--- src/rtl/irq_nest_pkg.sv ---
package irq_nest_pkg;

  localparam int unsigned PRIO_W = 3;
  localparam int unsigned NLVL   = 1 << PRIO_W;

  typedef logic [PRIO_W-1:0] prio_t;
  typedef logic [NLVL-1:0]   lvlvec_t;

  // control word: {pend, mask, prio}
  typedef struct packed {
    logic  pend;
    logic  mask;
    prio_t prio;
  } ctrl_t;

  // isolate the most urgent (lowest index) set bit
  function automatic lvlvec_t lowest_set(lvlvec_t v);
    return v & (~v + lvlvec_t'(1));
  endfunction

  // index of the most urgent in-service level, NLVL when none
  function automatic logic [PRIO_W:0] top_level(lvlvec_t v);
    logic [PRIO_W:0] r;
    r = (PRIO_W+1)'(NLVL);
    for (int i = NLVL - 1; i >= 0; i--) begin
      if (v[i]) r = (PRIO_W+1)'(i);
    end
    return r;
  endfunction

  // one bit per level from 0 up to and including p
  function automatic lvlvec_t at_or_above(prio_t p);
    lvlvec_t r;
    for (int i = 0; i < NLVL; i++) begin
      r[i] = (i <= int'(p));
    end
    return r;
  endfunction

  function automatic lvlvec_t lvl_onehot(prio_t p);
    return lvlvec_t'(1) << p;
  endfunction

  // strictly more urgent than the current service level
  function automatic logic outranks(prio_t p, logic [PRIO_W:0] cur);
    return {1'b0, p} < cur;
  endfunction

endpackage

--- src/rtl/irq_src_bank.sv ---
module irq_src_bank
  import irq_nest_pkg::*;
#(
  parameter int unsigned NSRC = 16,
  localparam int unsigned SW = (NSRC > 1) ? $clog2(NSRC) : 1
) (
  input  logic                     clk,
  input  logic                     rst_n,
  input  logic [NSRC-1:0]          req_in,
  input  logic                     wr_en,
  input  logic [SW-1:0]            wr_sel,
  input  ctrl_t                    wr_data,
  input  logic [SW-1:0]            rd_sel,
  output ctrl_t                    rd_data,
  input  logic                     clr_en,
  input  logic [SW-1:0]            clr_sel,
  output logic [NSRC-1:0]          pend_vec,
  output logic [NSRC-1:0]          mask_vec,
  output logic [NSRC*PRIO_W-1:0]   prio_flat
);

  logic [NSRC-1:0] req_q;
  logic [NSRC-1:0] rise;
  ctrl_t           regs [NSRC];

  assign rise = req_in & ~req_q;

  always_ff @(posedge clk) begin
    if (!rst_n) req_q <= '0;
    else        req_q <= req_in;
  end

  for (genvar i = 0; i < NSRC; i++) begin : g_src
    logic hit_w;
    logic hit_c;
    logic pn;

    assign hit_w = wr_en  && (wr_sel  == SW'(i));
    assign hit_c = clr_en && (clr_sel == SW'(i));

    // order: acknowledge clear, then write, then rising edge wins
    always_comb begin
      pn = regs[i].pend;
      if (hit_c)   pn = 1'b0;
      if (hit_w)   pn = wr_data.pend;
      if (rise[i]) pn = 1'b1;
    end

    always_ff @(posedge clk) begin
      if (!rst_n) begin
        regs[i].pend <= 1'b0;
        regs[i].mask <= 1'b1;
        regs[i].prio <= '1;
      end else begin
        regs[i].pend <= pn;
        if (hit_w) begin
          regs[i].mask <= wr_data.mask;
          regs[i].prio <= wr_data.prio;
        end
      end
    end

    assign pend_vec[i]                  = regs[i].pend;
    assign mask_vec[i]                  = regs[i].mask;
    assign prio_flat[i*PRIO_W +: PRIO_W] = regs[i].prio;
  end

  assign rd_data = regs[rd_sel];

  // a rising request edge always leaves the pending flag set
  a_r3_rise_sets_pending: assert property (@(posedge clk) disable iff (!rst_n)
    (rise != '0) |=> ((pend_vec & $past(rise)) == $past(rise)));

  // a write lands in the selected word one edge later
  a_r2_write_lands: assert property (@(posedge clk) disable iff (!rst_n)
    wr_en |=> (regs[$past(wr_sel)].mask == $past(wr_data.mask)) &&
              (regs[$past(wr_sel)].prio == $past(wr_data.prio)));

endmodule

--- src/rtl/irq_pick_tree.sv ---
module irq_pick_tree
  import irq_nest_pkg::*;
#(
  parameter int unsigned NSRC = 16,
  localparam int unsigned SW     = (NSRC > 1) ? $clog2(NSRC) : 1,
  localparam int unsigned LEAVES = 1 << SW
) (
  input  logic [NSRC-1:0]        cand,
  input  logic [NSRC*PRIO_W-1:0] prio_flat,
  output logic                   win_v,
  output prio_t                  win_lvl,
  output logic [SW-1:0]          win_idx
);

  // heap-ordered tree: node k has children 2k and 2k+1, leaves at LEAVES..2*LEAVES-1
  logic          nv [1:2*LEAVES-1];
  prio_t         nl [1:2*LEAVES-1];
  logic [SW-1:0] ni [1:2*LEAVES-1];

  // the left child carries the lower source indices, so it keeps ties
  function automatic logic keep_left(logic vl, prio_t pl, logic vr, prio_t pr);
    return vl && (!vr || (pl <= pr));
  endfunction

  for (genvar j = 0; j < LEAVES; j++) begin : g_leaf
    if (j < NSRC) begin : g_real
      assign nv[LEAVES+j] = cand[j];
      assign nl[LEAVES+j] = prio_flat[j*PRIO_W +: PRIO_W];
    end else begin : g_pad
      assign nv[LEAVES+j] = 1'b0;
      assign nl[LEAVES+j] = '1;
    end
    assign ni[LEAVES+j] = SW'(j);
  end

  for (genvar k = 1; k < LEAVES; k++) begin : g_node
    logic lw;
    assign lw    = keep_left(nv[2*k], nl[2*k], nv[2*k+1], nl[2*k+1]);
    assign nv[k] = nv[2*k] | nv[2*k+1];
    assign nl[k] = lw ? nl[2*k] : nl[2*k+1];
    assign ni[k] = lw ? ni[2*k] : ni[2*k+1];
  end

  assign win_v   = nv[1];
  assign win_lvl = nl[1];
  assign win_idx = ni[1];

endmodule

--- src/rtl/irq_svc_stack.sv ---
module irq_svc_stack
  import irq_nest_pkg::*;
(
  input  logic            clk,
  input  logic            rst_n,
  input  logic            take,
  input  prio_t           take_lvl,
  input  logic            eoi,
  input  logic            ei,
  input  logic            di,
  output lvlvec_t         isr,
  output logic            gdis,
  output logic [PRIO_W:0] cur_lvl
);

  lvlvec_t isr_nx;
  logic    gdis_nx;

  // pop the most urgent level first, then push the accepted one
  always_comb begin
    isr_nx = isr & ~(eoi ? lowest_set(isr) : lvlvec_t'(0));
    if (take) isr_nx = isr_nx | lvl_onehot(take_lvl);
  end

  always_comb begin
    gdis_nx = gdis;
    if (ei)   gdis_nx = 1'b0;
    if (di)   gdis_nx = 1'b1;
    if (take) gdis_nx = 1'b1;
  end

  always_ff @(posedge clk) begin
    if (!rst_n) begin
      isr  <= '0;
      gdis <= 1'b1;
    end else begin
      isr  <= isr_nx;
      gdis <= gdis_nx;
    end
  end

  assign cur_lvl = top_level(isr);

  // acceptance marks its level in service and blocks further acceptance
  a_r7_take_marks_level: assert property (@(posedge clk) disable iff (!rst_n)
    take |=> isr[$past(take_lvl)] && gdis);

  // a lone end-of-service retires exactly one level
  a_r8_eoi_pops_one: assert property (@(posedge clk) disable iff (!rst_n)
    (eoi && !take && (isr != '0)) |=> ($countones(isr) == $countones($past(isr)) - 1));

  // enable without disable or acceptance clears the block flag
  a_r9_enable_clears: assert property (@(posedge clk) disable iff (!rst_n)
    (ei && !di && !take) |=> !gdis);

  // disable always leaves the block flag set
  a_r9_disable_sets: assert property (@(posedge clk) disable iff (!rst_n)
    di |=> gdis);

endmodule

--- src/rtl/irq_nest_ctrl.sv ---
module irq_nest_ctrl
  import irq_nest_pkg::*;
#(
  parameter int unsigned NSRC = 16,
  localparam int unsigned SW     = (NSRC > 1) ? $clog2(NSRC) : 1,
  localparam int unsigned CTRL_W = PRIO_W + 2
) (
  input  logic              clk,
  input  logic              rst_n,
  input  logic [NSRC-1:0]   irq_req,
  input  logic              cfg_we,
  input  logic [SW-1:0]     cfg_wsel,
  input  logic [CTRL_W-1:0] cfg_wdata,
  input  logic [SW-1:0]     cfg_rsel,
  output logic [CTRL_W-1:0] cfg_rdata,
  output logic              int_req,
  output logic [SW-1:0]     int_vec,
  output logic [PRIO_W-1:0] int_lvl,
  input  logic              int_ack,
  input  logic              svc_done,
  input  logic              irq_enable,
  input  logic              irq_disable,
  output logic              irq_blocked,
  output logic [NLVL-1:0]   isr_level
);

  logic [NSRC-1:0]        pend_vec;
  logic [NSRC-1:0]        mask_vec;
  logic [NSRC*PRIO_W-1:0] prio_flat;
  logic [NSRC-1:0]        cand;
  ctrl_t                  rd_word;
  logic                   win_v;
  prio_t                  win_lvl;
  logic [SW-1:0]          win_idx;
  logic                   take;
  lvlvec_t                isr;
  logic                   gdis;
  logic [PRIO_W:0]        cur_lvl;

  irq_src_bank #(.NSRC(NSRC)) u_bank (
    .clk       (clk),
    .rst_n     (rst_n),
    .req_in    (irq_req),
    .wr_en     (cfg_we),
    .wr_sel    (cfg_wsel),
    .wr_data   (ctrl_t'(cfg_wdata)),
    .rd_sel    (cfg_rsel),
    .rd_data   (rd_word),
    .clr_en    (take),
    .clr_sel   (win_idx),
    .pend_vec  (pend_vec),
    .mask_vec  (mask_vec),
    .prio_flat (prio_flat)
  );

  assign cand = pend_vec & ~mask_vec;

  irq_pick_tree #(.NSRC(NSRC)) u_pick (
    .cand      (cand),
    .prio_flat (prio_flat),
    .win_v     (win_v),
    .win_lvl   (win_lvl),
    .win_idx   (win_idx)
  );

  irq_svc_stack u_stack (
    .clk      (clk),
    .rst_n    (rst_n),
    .take     (take),
    .take_lvl (win_lvl),
    .eoi      (svc_done),
    .ei       (irq_enable),
    .di       (irq_disable),
    .isr      (isr),
    .gdis     (gdis),
    .cur_lvl  (cur_lvl)
  );

  assign int_req     = win_v && !gdis && outranks(win_lvl, cur_lvl);
  assign take        = int_ack && int_req;
  assign int_vec     = win_idx;
  assign int_lvl     = win_lvl;
  assign cfg_rdata   = rd_word;
  assign irq_blocked = gdis;
  assign isr_level   = isr;

  // only a pending, unmasked source is offered
  a_r4_offer_is_unmasked: assert property (@(posedge clk) disable iff (!rst_n)
    int_req |-> (!mask_vec[int_vec] && pend_vec[int_vec]));

  // the offer is strictly more urgent than every level in service
  a_r6_strict_preempt: assert property (@(posedge clk) disable iff (!rst_n)
    int_req |-> (((isr & at_or_above(int_lvl)) == '0) && !gdis));

  // acknowledge with nothing offered leaves the service state alone
  a_r10_idle_ack: assert property (@(posedge clk) disable iff (!rst_n)
    (int_ack && !int_req && !svc_done && !irq_enable && !irq_disable)
      |=> ($stable(isr) && $stable(gdis)));

  // no candidate beats the winner on level, nor on index at equal level
  for (genvar i = 0; i < NSRC; i++) begin : g_chk
    a_r5_no_better_source: assert property (@(posedge clk) disable iff (!rst_n)
      (win_v && cand[i]) |->
        ((prio_flat[i*PRIO_W +: PRIO_W] > win_lvl) ||
         ((prio_flat[i*PRIO_W +: PRIO_W] == win_lvl) && (SW'(i) >= win_idx))));
  end

endmodule

--- config.mk ---
export PLATFORM = sky130hd
export DESIGN_NAME = irq_nest_ctrl
export DESIGN_NICKNAME = d
export VERILOG_FILES = /design/src/rtl/irq_nest_pkg.sv /design/src/rtl/irq_src_bank.sv /design/src/rtl/irq_pick_tree.sv /design/src/rtl/irq_svc_stack.sv /design/src/rtl/irq_nest_ctrl.sv
export SDC_FILE = /design/constraint.sdc
export NUM_CORES = 1
export LEC_CHECK = 0
export BUFFER_PORTS_ARGS = -buffer_cell sky130_fd_sc_hd__buf_2
export CORE_UTILIZATION = 55
export CTS_BUF_LIST = sky130_fd_sc_hd__clkbuf_4 sky130_fd_sc_hd__clkbuf_8 sky130_fd_sc_hd__clkbuf_16
export DETAILED_ROUTE_END_ITERATION = 10
export HOLD_SLACK_MARGIN = 0.1
export PLACE_DENSITY = 0.79
export SLEW_MARGIN = 20
export SYNTH_ARGS = -nofsm -noshare
export SYNTH_HDL_FRONTEND = slang
export SYNTH_SLANG_ARGS = --single-unit
--- constraint.sdc ---
create_clock -name clk -period 7.4 [get_ports clk]
set_input_delay 0.74 -clock clk [delete_from_list [all_inputs] [get_ports clk]]
set_output_delay 0.74 -clock clk [all_outputs]
set_load 0.005 [all_outputs]
Yosys cells after proc, flatten, opt, wreduce, memory -nomap -nowiden

Memory sizes are Yosys's and may differ from the RTL's.
Index checks and enable logic that the tools add are counted.

Register bits: 25
Memories: 1
Output and inout bits: 22
Bits of input ports: 36
Memory bits (writable): 80

Memories:

| name        | words | bits a word | rd ports | clocked after memory_dff | write ports | RTL line           | RTL |
|---|---|---|---|---|---|---|---|
| u_bank.regs | 16    | 5           | 17       | 0                        | 16          | irq_src_bank.sv:24 | `ctrl_t regs [NSRC];` |

Muxes and demuxes: 186
Shift-type cells: 1
Reductions and logical operators: 84
Add/sub/neg operators: 1
Magnitude comparators: 16
Bitwise gates (word level): 73
Equality and inequality tests: 30

Operators by type and width:

| kind                  | count |
|---|---|
| $mux W1               | 138 |
| $mux W3               | 33 |
| $eq A4 B4 Y1 const B  | 16 |
| $or A1 B1 Y1          | 63 |
| $logic_and A1 B1 Y1   | 50 |
| $le A3 B3 Y1          | 15 |
| $mux W4               | 9 |
| $and A16 B16 Y16      | 2 |
| $eq A4 B3 Y1 const B  | 8 |
| $not A16 Y16          | 2 |
| $and A8 B8 Y8         | 2 |
| $eq A4 B2 Y1 const B  | 4 |
| $logic_not A1 Y1      | 16 |
| $mux W8               | 2 |
| $not A8 Y8            | 2 |
| $logic_or A1 B1 Y1    | 15 |
| $add A8 B1 Y8 const B | 1 |
| $eq A4 B1 Y1 const B  | 2 |
| $logic_not A4 Y1      | 2 |
| $mux W2               | 4 |
| $or A8 B8 Y8          | 1 |
| $shl A1 B3 Y8 const A | 1 |
| $lt A3 B4 Y1          | 1 |
| $reduce_or A3 Y1      | 1 |
| $not A1 Y1            | 1 |

Longest topological paths before layout

Gate-level depths: netlist (run 1).
An unclocked memory read counts as a cell.

Depth in word-level cells: 27
Mapped depth: 37
Mapped depth without buffers: 34

Hierarchy

From an unflattened synthesis (run 1), not the netlist that was laid out.

Cells, all modules: 743
Area, all modules: 7,350.8 µm²

Modules (own cells, without submodules):

| module        | instances | cells each | seq. area each (µm²) | area each (µm²) |
|---|---|---|---|---|
| irq_src_bank  | 1         | 358        | 2,562.5              | 4,530.6 |
| irq_pick_tree | 1         | 300        | 0.0                  | 2,152.1 |
| irq_svc_stack | 1         | 58         | 180.2                | 478.0 |
| irq_nest_ctrl | 1         | 27         | 0.0                  | 190.2 |

Worst setup path after synthesis (run 1)

No wires, ideal clock.

Path type: register -> output
Start: mem u_bank.regs[10][1] (netlist name)
End: out int_req
Arrival: 6.474 ns
Cell stages (with the launch flop): 32
Data required time: 6.660 ns
Setup slack: 0.186 ns
Buffers on the path: 1
Cells stage by stage: edfxtp_1 > ha_1 > and3_1 > a211o_1 > and2_4 > buf_6 > o21a_1 > ha_1 > a21oi_1 > o21ai_0 > a31oi_1 > o211ai_1 > and2_1 > ha_1 > nor2b_1 > o21a_1 > o211a_1 > nor2_1 > nor2_1 > a21oi_1 > ha_1 > nor2b_1 > o21a_1 > o22a_1 > a21oi_2 > nor2_1 > a2111oi_4 > ha_1 > o21ai_0 > nand2b_1 > a21oi_1 > nand2b_1

RTL lines:

| item               | RTL line            | RTL |
|---|---|---|
| start: declaration | irq_src_bank.sv:24  |  |
| end: declaration   | irq_nest_ctrl.sv:16 | `output logic int_req,` |

==> impl_metrics.env, run 1 <==
export IMPL_chipWidth_um=119
export IMPL_ys_seq_area_share_pct=36.6
export IMPL_worstHoldStart="u_stack.isr[2]"
export IMPL_leakagePower_uw=0.00367
export IMPL_max_freq_mhz=134
export IMPL_dieArea_sq_mm=0.0141
export IMPL_violations="setup timing"
export IMPL_power_total_uw=2020
export IMPL_path_clk_slew_ps=70
export IMPL_async_reset_ff_share_pct=0
export IMPL_setup_ws_ps=-54.1
export IMPL_clk_path_buf_depth=2
export IMPL_final_hold_violation_count=0
export IMPL_fin_util_pct=70.1
export IMPL_grt_pass1_vias=6057
export IMPL_ys_types=67
export IMPL_grt_max_degree=74
export IMPL_maxSlewViolCount=0
export IMPL_finalSetupTns_ps=-54.1
export IMPL_n_antenna_cell=0
export IMPL_syn_avg_cell_area_sq_um=9.45
export IMPL_start_kind="flip-flop"
export IMPL_end_kind="primary output"
export IMPL_dr_pass1_iters=6
export IMPL_hold_class="flip-flop to flip-flop"
export IMPL_timing_rr_start="u_bank.regs[15][1]"
export IMPL_netlist_instances=794
export IMPL_cpPeakStageDelay_ps=470
export IMPL_synthesis_nets=877
export IMPL_hold_buffers=0
export IMPL_clockRootBuffer="clkbuf_16"
export IMPL_maxCapViolCount=0
export IMPL_dr_total_vias=6746
export IMPL_drt_wl_total_um=21900
export IMPL_cts_tree="built"
export IMPL_overflow=0
export IMPL_cp_data_arrival_time_ps=6710
export IMPL_htree_levels=3
export IMPL_ys_ff_latch=105
export IMPL_synth_edff_count=64
export IMPL_critPathKind="flip-flop to primary output"
export IMPL_synthFlopType="edfxtp_1"
export IMPL_initial_core_util_pct=56.4
export IMPL_grt_pass1_wl_um=32000
export IMPL_yosys_warnings=0
export IMPL_cp_required_ps=6660
export IMPL_final_setup_viol_count=1
export IMPL_via_per_inst=6.18
export IMPL_finalNonFillerCells=1092
export IMPL_drtIter0Drc=659
export IMPL_die_h_um=119
export IMPL_status="complete, but fails checks"
export IMPL_nFillCells=936
export IMPL_period_needed_ps=7450
export IMPL_cts_sinks=105
export IMPL_powerDensity_mw_per_mm2=217
export IMPL_regArea_sq_mm=0.00274
export IMPL_ant_nets=0
export IMPL_fin_nets=994
export IMPL_place_congestion=0.933
export IMPL_max_slew_margin_rel_pct=46.1
export IMPL_multiInputGateArea_sq_mm=0.00494
export IMPL_worst_setup_path_startpoint="u_bank.regs[15][1]"
export IMPL_crit_fanout=5
export IMPL_place_hpwl_um=14900
export IMPL_antenna_found_initial=0
export IMPL_drive_above_1_share_pct=37.8
export IMPL_drc=0
export IMPL_std_cell_rows=42
export IMPL_cts_buffers=9
export IMPL_portBuffers=57
export IMPL_finalClockSkew_ps=5.73
export IMPL_rsz0062_at_grt="true"
export IMPL_layout_common_cells="76 x buf_4, 69 x nand2_1, 65 x or2_2"
export IMPL_grtUsageTotal_pct=29.6
export IMPL_cpMaxStageDelayCell="edfxtp_1"
export IMPL_syn2layout_area_growth_pct=24.3
export IMPL_coreArea_sq_mm=0.0133
export IMPL_tightest_slew_ps=803
export IMPL_syn_cell_area_sq_mm=0.00750
export IMPL_holdWs_ps=529
export IMPL_layout_commonest_cell="buf_4"
export IMPL_peakVddDrop_v=0.000146
export IMPL_clkLatencyLatePin_ps=360
export IMPL_wire_per_inst_um=20.1
export IMPL_min_period_over_period_pct=101
export IMPL_placedCellCount=1013
export IMPL_pin_count=58
## sequential cells by signal, indices dropped and copies added, names as in the netlist
register and count:
u_bank.req_q 16, u_bank.regs 80, u_stack.gdis 1, u_stack.isr 8
## per-layer routing
| metal | part of all wire, % | global-route usage [%] |
|---|---|---|
| met1 | 41 | 40.0 |
| met2 | 48 | 46.1 |
| met3 | 6.9 | 5.12 |
| met4 | 4.5 | 14.3 |
| met5 | 0 | 0 |
## layout make-up
class                           instances  area share [%]
Clock inverter                          7            1.25
Timing Repair Buffer                  134            9.30
Clock buffer                            9            2.42
Inverter                               55            2.24
Multi-Input combinational cell        606            53.0
Sequential cell                       105            29.4
Tap cell                              176            2.36
## cell usage after synthesis (3+ instances only)
library cell / instances / area (sq um)
nand2_1: 73 / 274
o21ai_0: 66 / 330
or2_2: 65 / 407
edfxtp_1: 64 / 1920
inv_1: 53 / 199
nor2_1: 52 / 195
ha_1: 47 / 588
dfxtp_1: 41 / 821
nor2b_1: 29 / 181
and2_1: 26 / 163
mux4_2: 24 / 541
nand2b_1: 24 / 150
a21oi_1: 22 / 110
clkbuf_1: 18 / 67.6
nand3_1: 18 / 90.1
a41oi_1: 16 / 140
o211ai_1: 14 / 105
o21a_1: 10 / 75.1
nand3b_1: 8 / 60.1
nor3_1: 8 / 40.0
a211oi_1: 7 / 52.6
and3_1: 7 / 43.8
a211o_1: 6 / 52.6
a21boi_0: 6 / 45.0
mux2i_1: 6 / 60.1
buf_1: 5 / 18.8
mux2_2: 4 / 45.0
o2111ai_1: 4 / 35.0
or4b_1: 4 / 40.0
a2111oi_4: 3 / 82.6
a21boi_1: 3 / 22.5
a21o_1: 3 / 22.5
a31o_2: 3 / 26.3
a31oi_1: 3 / 18.8
buf_2: 3 / 15.0
nand4b_1: 3 / 26.3
nor4_1: 3 / 18.8
o211a_1: 3 / 30.0
o311ai_0: 3 / 26.3
## worst max-delay path, delay by kind of cell (launching register included)
family / cells / cell delay [ps]
simple gates: 9 / 1090
mux: 2 / 660
buf+inv: 2 / 190
flops: 1 / 470
compound gates: 13 / 2620
fa+ha+maj: 5 / 1320
## power by group
| group | switching [uW] | internal, uW |
|---|---|---|
| clock network | 220 | 331 |
| logic | 430 | 354 |
| registers | 30.1 | 655 |
| total | 680 | 1340 |
## kinds of logic (layout without fill, tap and decap cells)
logic type,Yosys count,after routing,share of synthesized area [%]
simple gates,336,336,24.5
compound gates,188,188,17.7
flops,105,105,36.6
buf+inv,83,205,4.40
fa+ha+maj,47,47,7.84
mux,35,35,8.96
## through the flow
step / instance area [sq um] / setup WS, ps
after CTS: 8510 / 13.9
after global placement: 7990 / 137
after global routing: 9320 / -291
final: 9320 / -54.1
after floorplan: 7500 / 186
after detailed placement: 7990 / -1.92
## worst paths after layout
kind | to | slack [ps] | cells after the start
max reg2reg | u_stack.isr[4] | 180 | 33
min reg2reg | u_stack.isr[2] | 530 | 2
min | u_stack.isr[2] | 530 | 2
max | int_req | -50 | 31
## timing repair
item                                    in CTS  in global routing
pin swaps                                   13                 52
resized for setup                           25                 92
endpoints found under the setup margin       5                  7
setup buffers                               12                 51
Note: power is estimated with default switching activity, not from simulation.
==> run 2, diff against run 1 <==
--- a/config.mk
+++ b/config.mk
@@ -14,4 +14,5 @@
 export SLEW_MARGIN = 20
 export SYNTH_ARGS = -nofsm -noshare
 export SYNTH_HDL_FRONTEND = slang
+export SYNTH_HIERARCHICAL = 1
 export SYNTH_SLANG_ARGS = --single-unit
==> impl_metrics.env, run 2 <==
export IMPL_status="complete, but fails checks"
export IMPL_violations="setup timing"
export IMPL_cp_data_arrival_time_ps=6700
export IMPL_clk_path_buf_depth=2
export IMPL_cts_tree="built"
export IMPL_synth_top_area_cell="edfxtp_1"
export IMPL_wire_per_inst_um=22.0
export IMPL_chipWidth_um=118
export IMPL_clockRootBuffer="clkbuf_16"
export IMPL_path_clk_slew_ps=70
export IMPL_die_h_um=118
export IMPL_std_cell_rows=41
export IMPL_grt_max_degree=56
export IMPL_end_kind="primary output"
export IMPL_synth_area_top_cells="edfxtp_1 26%, dfxtp_1 11%, ha_1 7.5%, mux4_2 6.1%, or3_1 4.3%"
export IMPL_pin_count=58
export IMPL_cpMostUsedCell="ha_4"
export IMPL_drc=0
export IMPL_yosys_warnings=6
export IMPL_drive_above_1_share_pct=32.5
export IMPL_cts_sinks=105
export IMPL_syn2layout_area_growth_pct=22.6
export IMPL_netlist_instances=743
export IMPL_grt_pass1_vias=6260
export IMPL_fin_nets=928
export IMPL_via_per_inst=6.71
export IMPL_n_antenna_cell=0
export IMPL_fin_util_pct=70.2
export IMPL_antenna_found_initial=0
export IMPL_critPathKind="flip-flop to primary output"
export IMPL_grt_pass1_wl_um=31500
export IMPL_max_slew_margin_rel_pct=36.4
export IMPL_ys_types=76
export IMPL_cp_required_ps=6660
export IMPL_synth_edff_count=64
export IMPL_crit_family="compound AO/OA/AOI/OAI gates"
export IMPL_layout_commonest_cell="buf_4"
export IMPL_ys_ff_latch=105
export IMPL_syn_cell_area_sq_mm=0.00735
export IMPL_portBuffers=57
export IMPL_maxCapViolCount=0
export IMPL_async_reset_ff_share_pct=0
export IMPL_overflow=0
export IMPL_crit_buf_inv=4
export IMPL_hold_buffers=0
export IMPL_layout_common_cells="65 x buf_4, 64 x edfxtp_1, 57 x buf_2"
export IMPL_yosysMostFrequentCell="edfxtp_1"
export IMPL_ys_seq_area_share_pct=37.3
export IMPL_max_freq_mhz=134
export IMPL_place_congestion=0.909
export IMPL_min_period_over_period_pct=101
export IMPL_final_setup_viol_count=1
export IMPL_ant_nets=0
export IMPL_clkLatencyLatePin_ps=370
export IMPL_synthFlopType="edfxtp_1"
export IMPL_dr_total_vias=6876
export IMPL_powerDensity_mw_per_mm2=217
export IMPL_drt_wl_total_um=22500
export IMPL_top_regs="u_bank/regs: 80 flops, u_bank/req_q: 16 flops, u_stack/isr: 8 flops"
export IMPL_final_hold_violation_count=0
export IMPL_synthesis_nets=823
export IMPL_rsz0062_at_grt="true"
export IMPL_finalSetupTns_ps=-43.0
export IMPL_htree_levels=3
export IMPL_tightest_slew_ps=953
export IMPL_grtUsageTotal_pct=29.0
export IMPL_setup_ws_ps=-43.0
export IMPL_leakagePower_uw=0.00350
export IMPL_largest_register_ffs=80
export IMPL_crit_fanout=5
export IMPL_finalClockSkew_ps=9.93
export IMPL_cpMaxStageDelayCell="edfxtp_1"
export IMPL_initial_core_util_pct=57.3
export IMPL_peakVddDrop_v=0.000177
export IMPL_period_needed_ps=7440
export IMPL_hold_class="flip-flop to flip-flop"
export IMPL_ff2ff_setup_slack_ps=100
export IMPL_yosysTopAreaCellShare_pct=26.1
export IMPL_dieArea_sq_mm=0.0138
export IMPL_cts_buffers=9
export IMPL_syn_avg_cell_area_sq_um=9.89
export IMPL_cpPeakStageDelay_ps=440
export IMPL_coreArea_sq_mm=0.0128
export IMPL_drtIter0Drc=886
export IMPL_place_hpwl_um=14600
export IMPL_dr_pass1_iters=5
export IMPL_maxSlewViolCount=0
export IMPL_regMostFlops="u_bank/regs"
export IMPL_start_kind="flip-flop"
export IMPL_synth_common_cells="64 x edfxtp_1, 63 x inv_1, 50 x or3_1"
[run 2: cell types whose count changed in the layout (fill, tap and decap cells not counted), sizes merged, moves of 9 or more]
cell	change
a41oi	-15
buf	-11
inv	+9
mux2i	+10
nand2	-39
nand3	+23
nor2	-21
o21ai	-23
o221ai	+12
or2	-50
or3	+50
[run 2: logic make-up after synthesis]
group	count (synthesis)	share of synthesized area (%)
DFF	105	37.3
and+or+nand+nor	288	23.6
adders and majority gates	46	7.80
muxes	44	9.63
AOI/OAI and AO/OA	168	16.2
buffers and inverters	92	5.48
[run 2: cell type report]
class	count	area [sq um]
inverters	63	236
fillers	879	3820
repair buffers	123	785
well taps	172	215
clock inverters	3	23.8
clock buffers	13	279
multi-input cells	546	4730
flip-flops and latches	105	2740
[run 2: power breakdown]
group | switching [uW] | internal (uW) | leakage [uW]
logic | 427 | 344 | 0.00236
clock network | 227 | 267 | 0.000152
registers | 30.8 | 657 | 0.000981
[run 2: metal layers]
metal,part of all wire [%],GRT usage [%],vias up
met2,47,46.6,502
met5,0,0,-
met1,39,37.2,3292
li1,-,-,2993
met3,9.6,5.77,89
met4,4.2,14.3,0
[run 2: final timing paths]
check	from	end	depth (start not counted)
setup / recovery	u_bank/regs[7][1]	int_req	32
hold / removal	u_bank/req_q[11]	u_bank/regs[11][4]	1
setup reg to reg	u_bank/regs[7][1]	u_bank/regs[1][4]	35
hold reg to reg	u_bank/req_q[11]	u_bank/regs[11][4]	1
[run 2: through the flow]
stage                     power [uW]  setup WS [ps]  instance area [sq um]  cells  hold WS (ps)
after floorplan                 1060            138                   7360    743           455
after global placement          1220            241                   7730    949           467
after detailed placement        1240           34.5                   7730    949           471
after CTS                       1760           7.71                   8190    977           488
after global routing            2020           -272                   9010   1025           494
final                           1950          -43.0                   9010   1025           489
[run 2: what timing repair did]
| action | in CTS | in global routing |
|---|---|---|
| setup endpoints to repair | 2 | 26 |
| cloned | 0 | 0 |
| setup buffers | 12 | 48 |
| pin swaps | 5 | 52 |
| gates resized for setup | 16 | 95 |
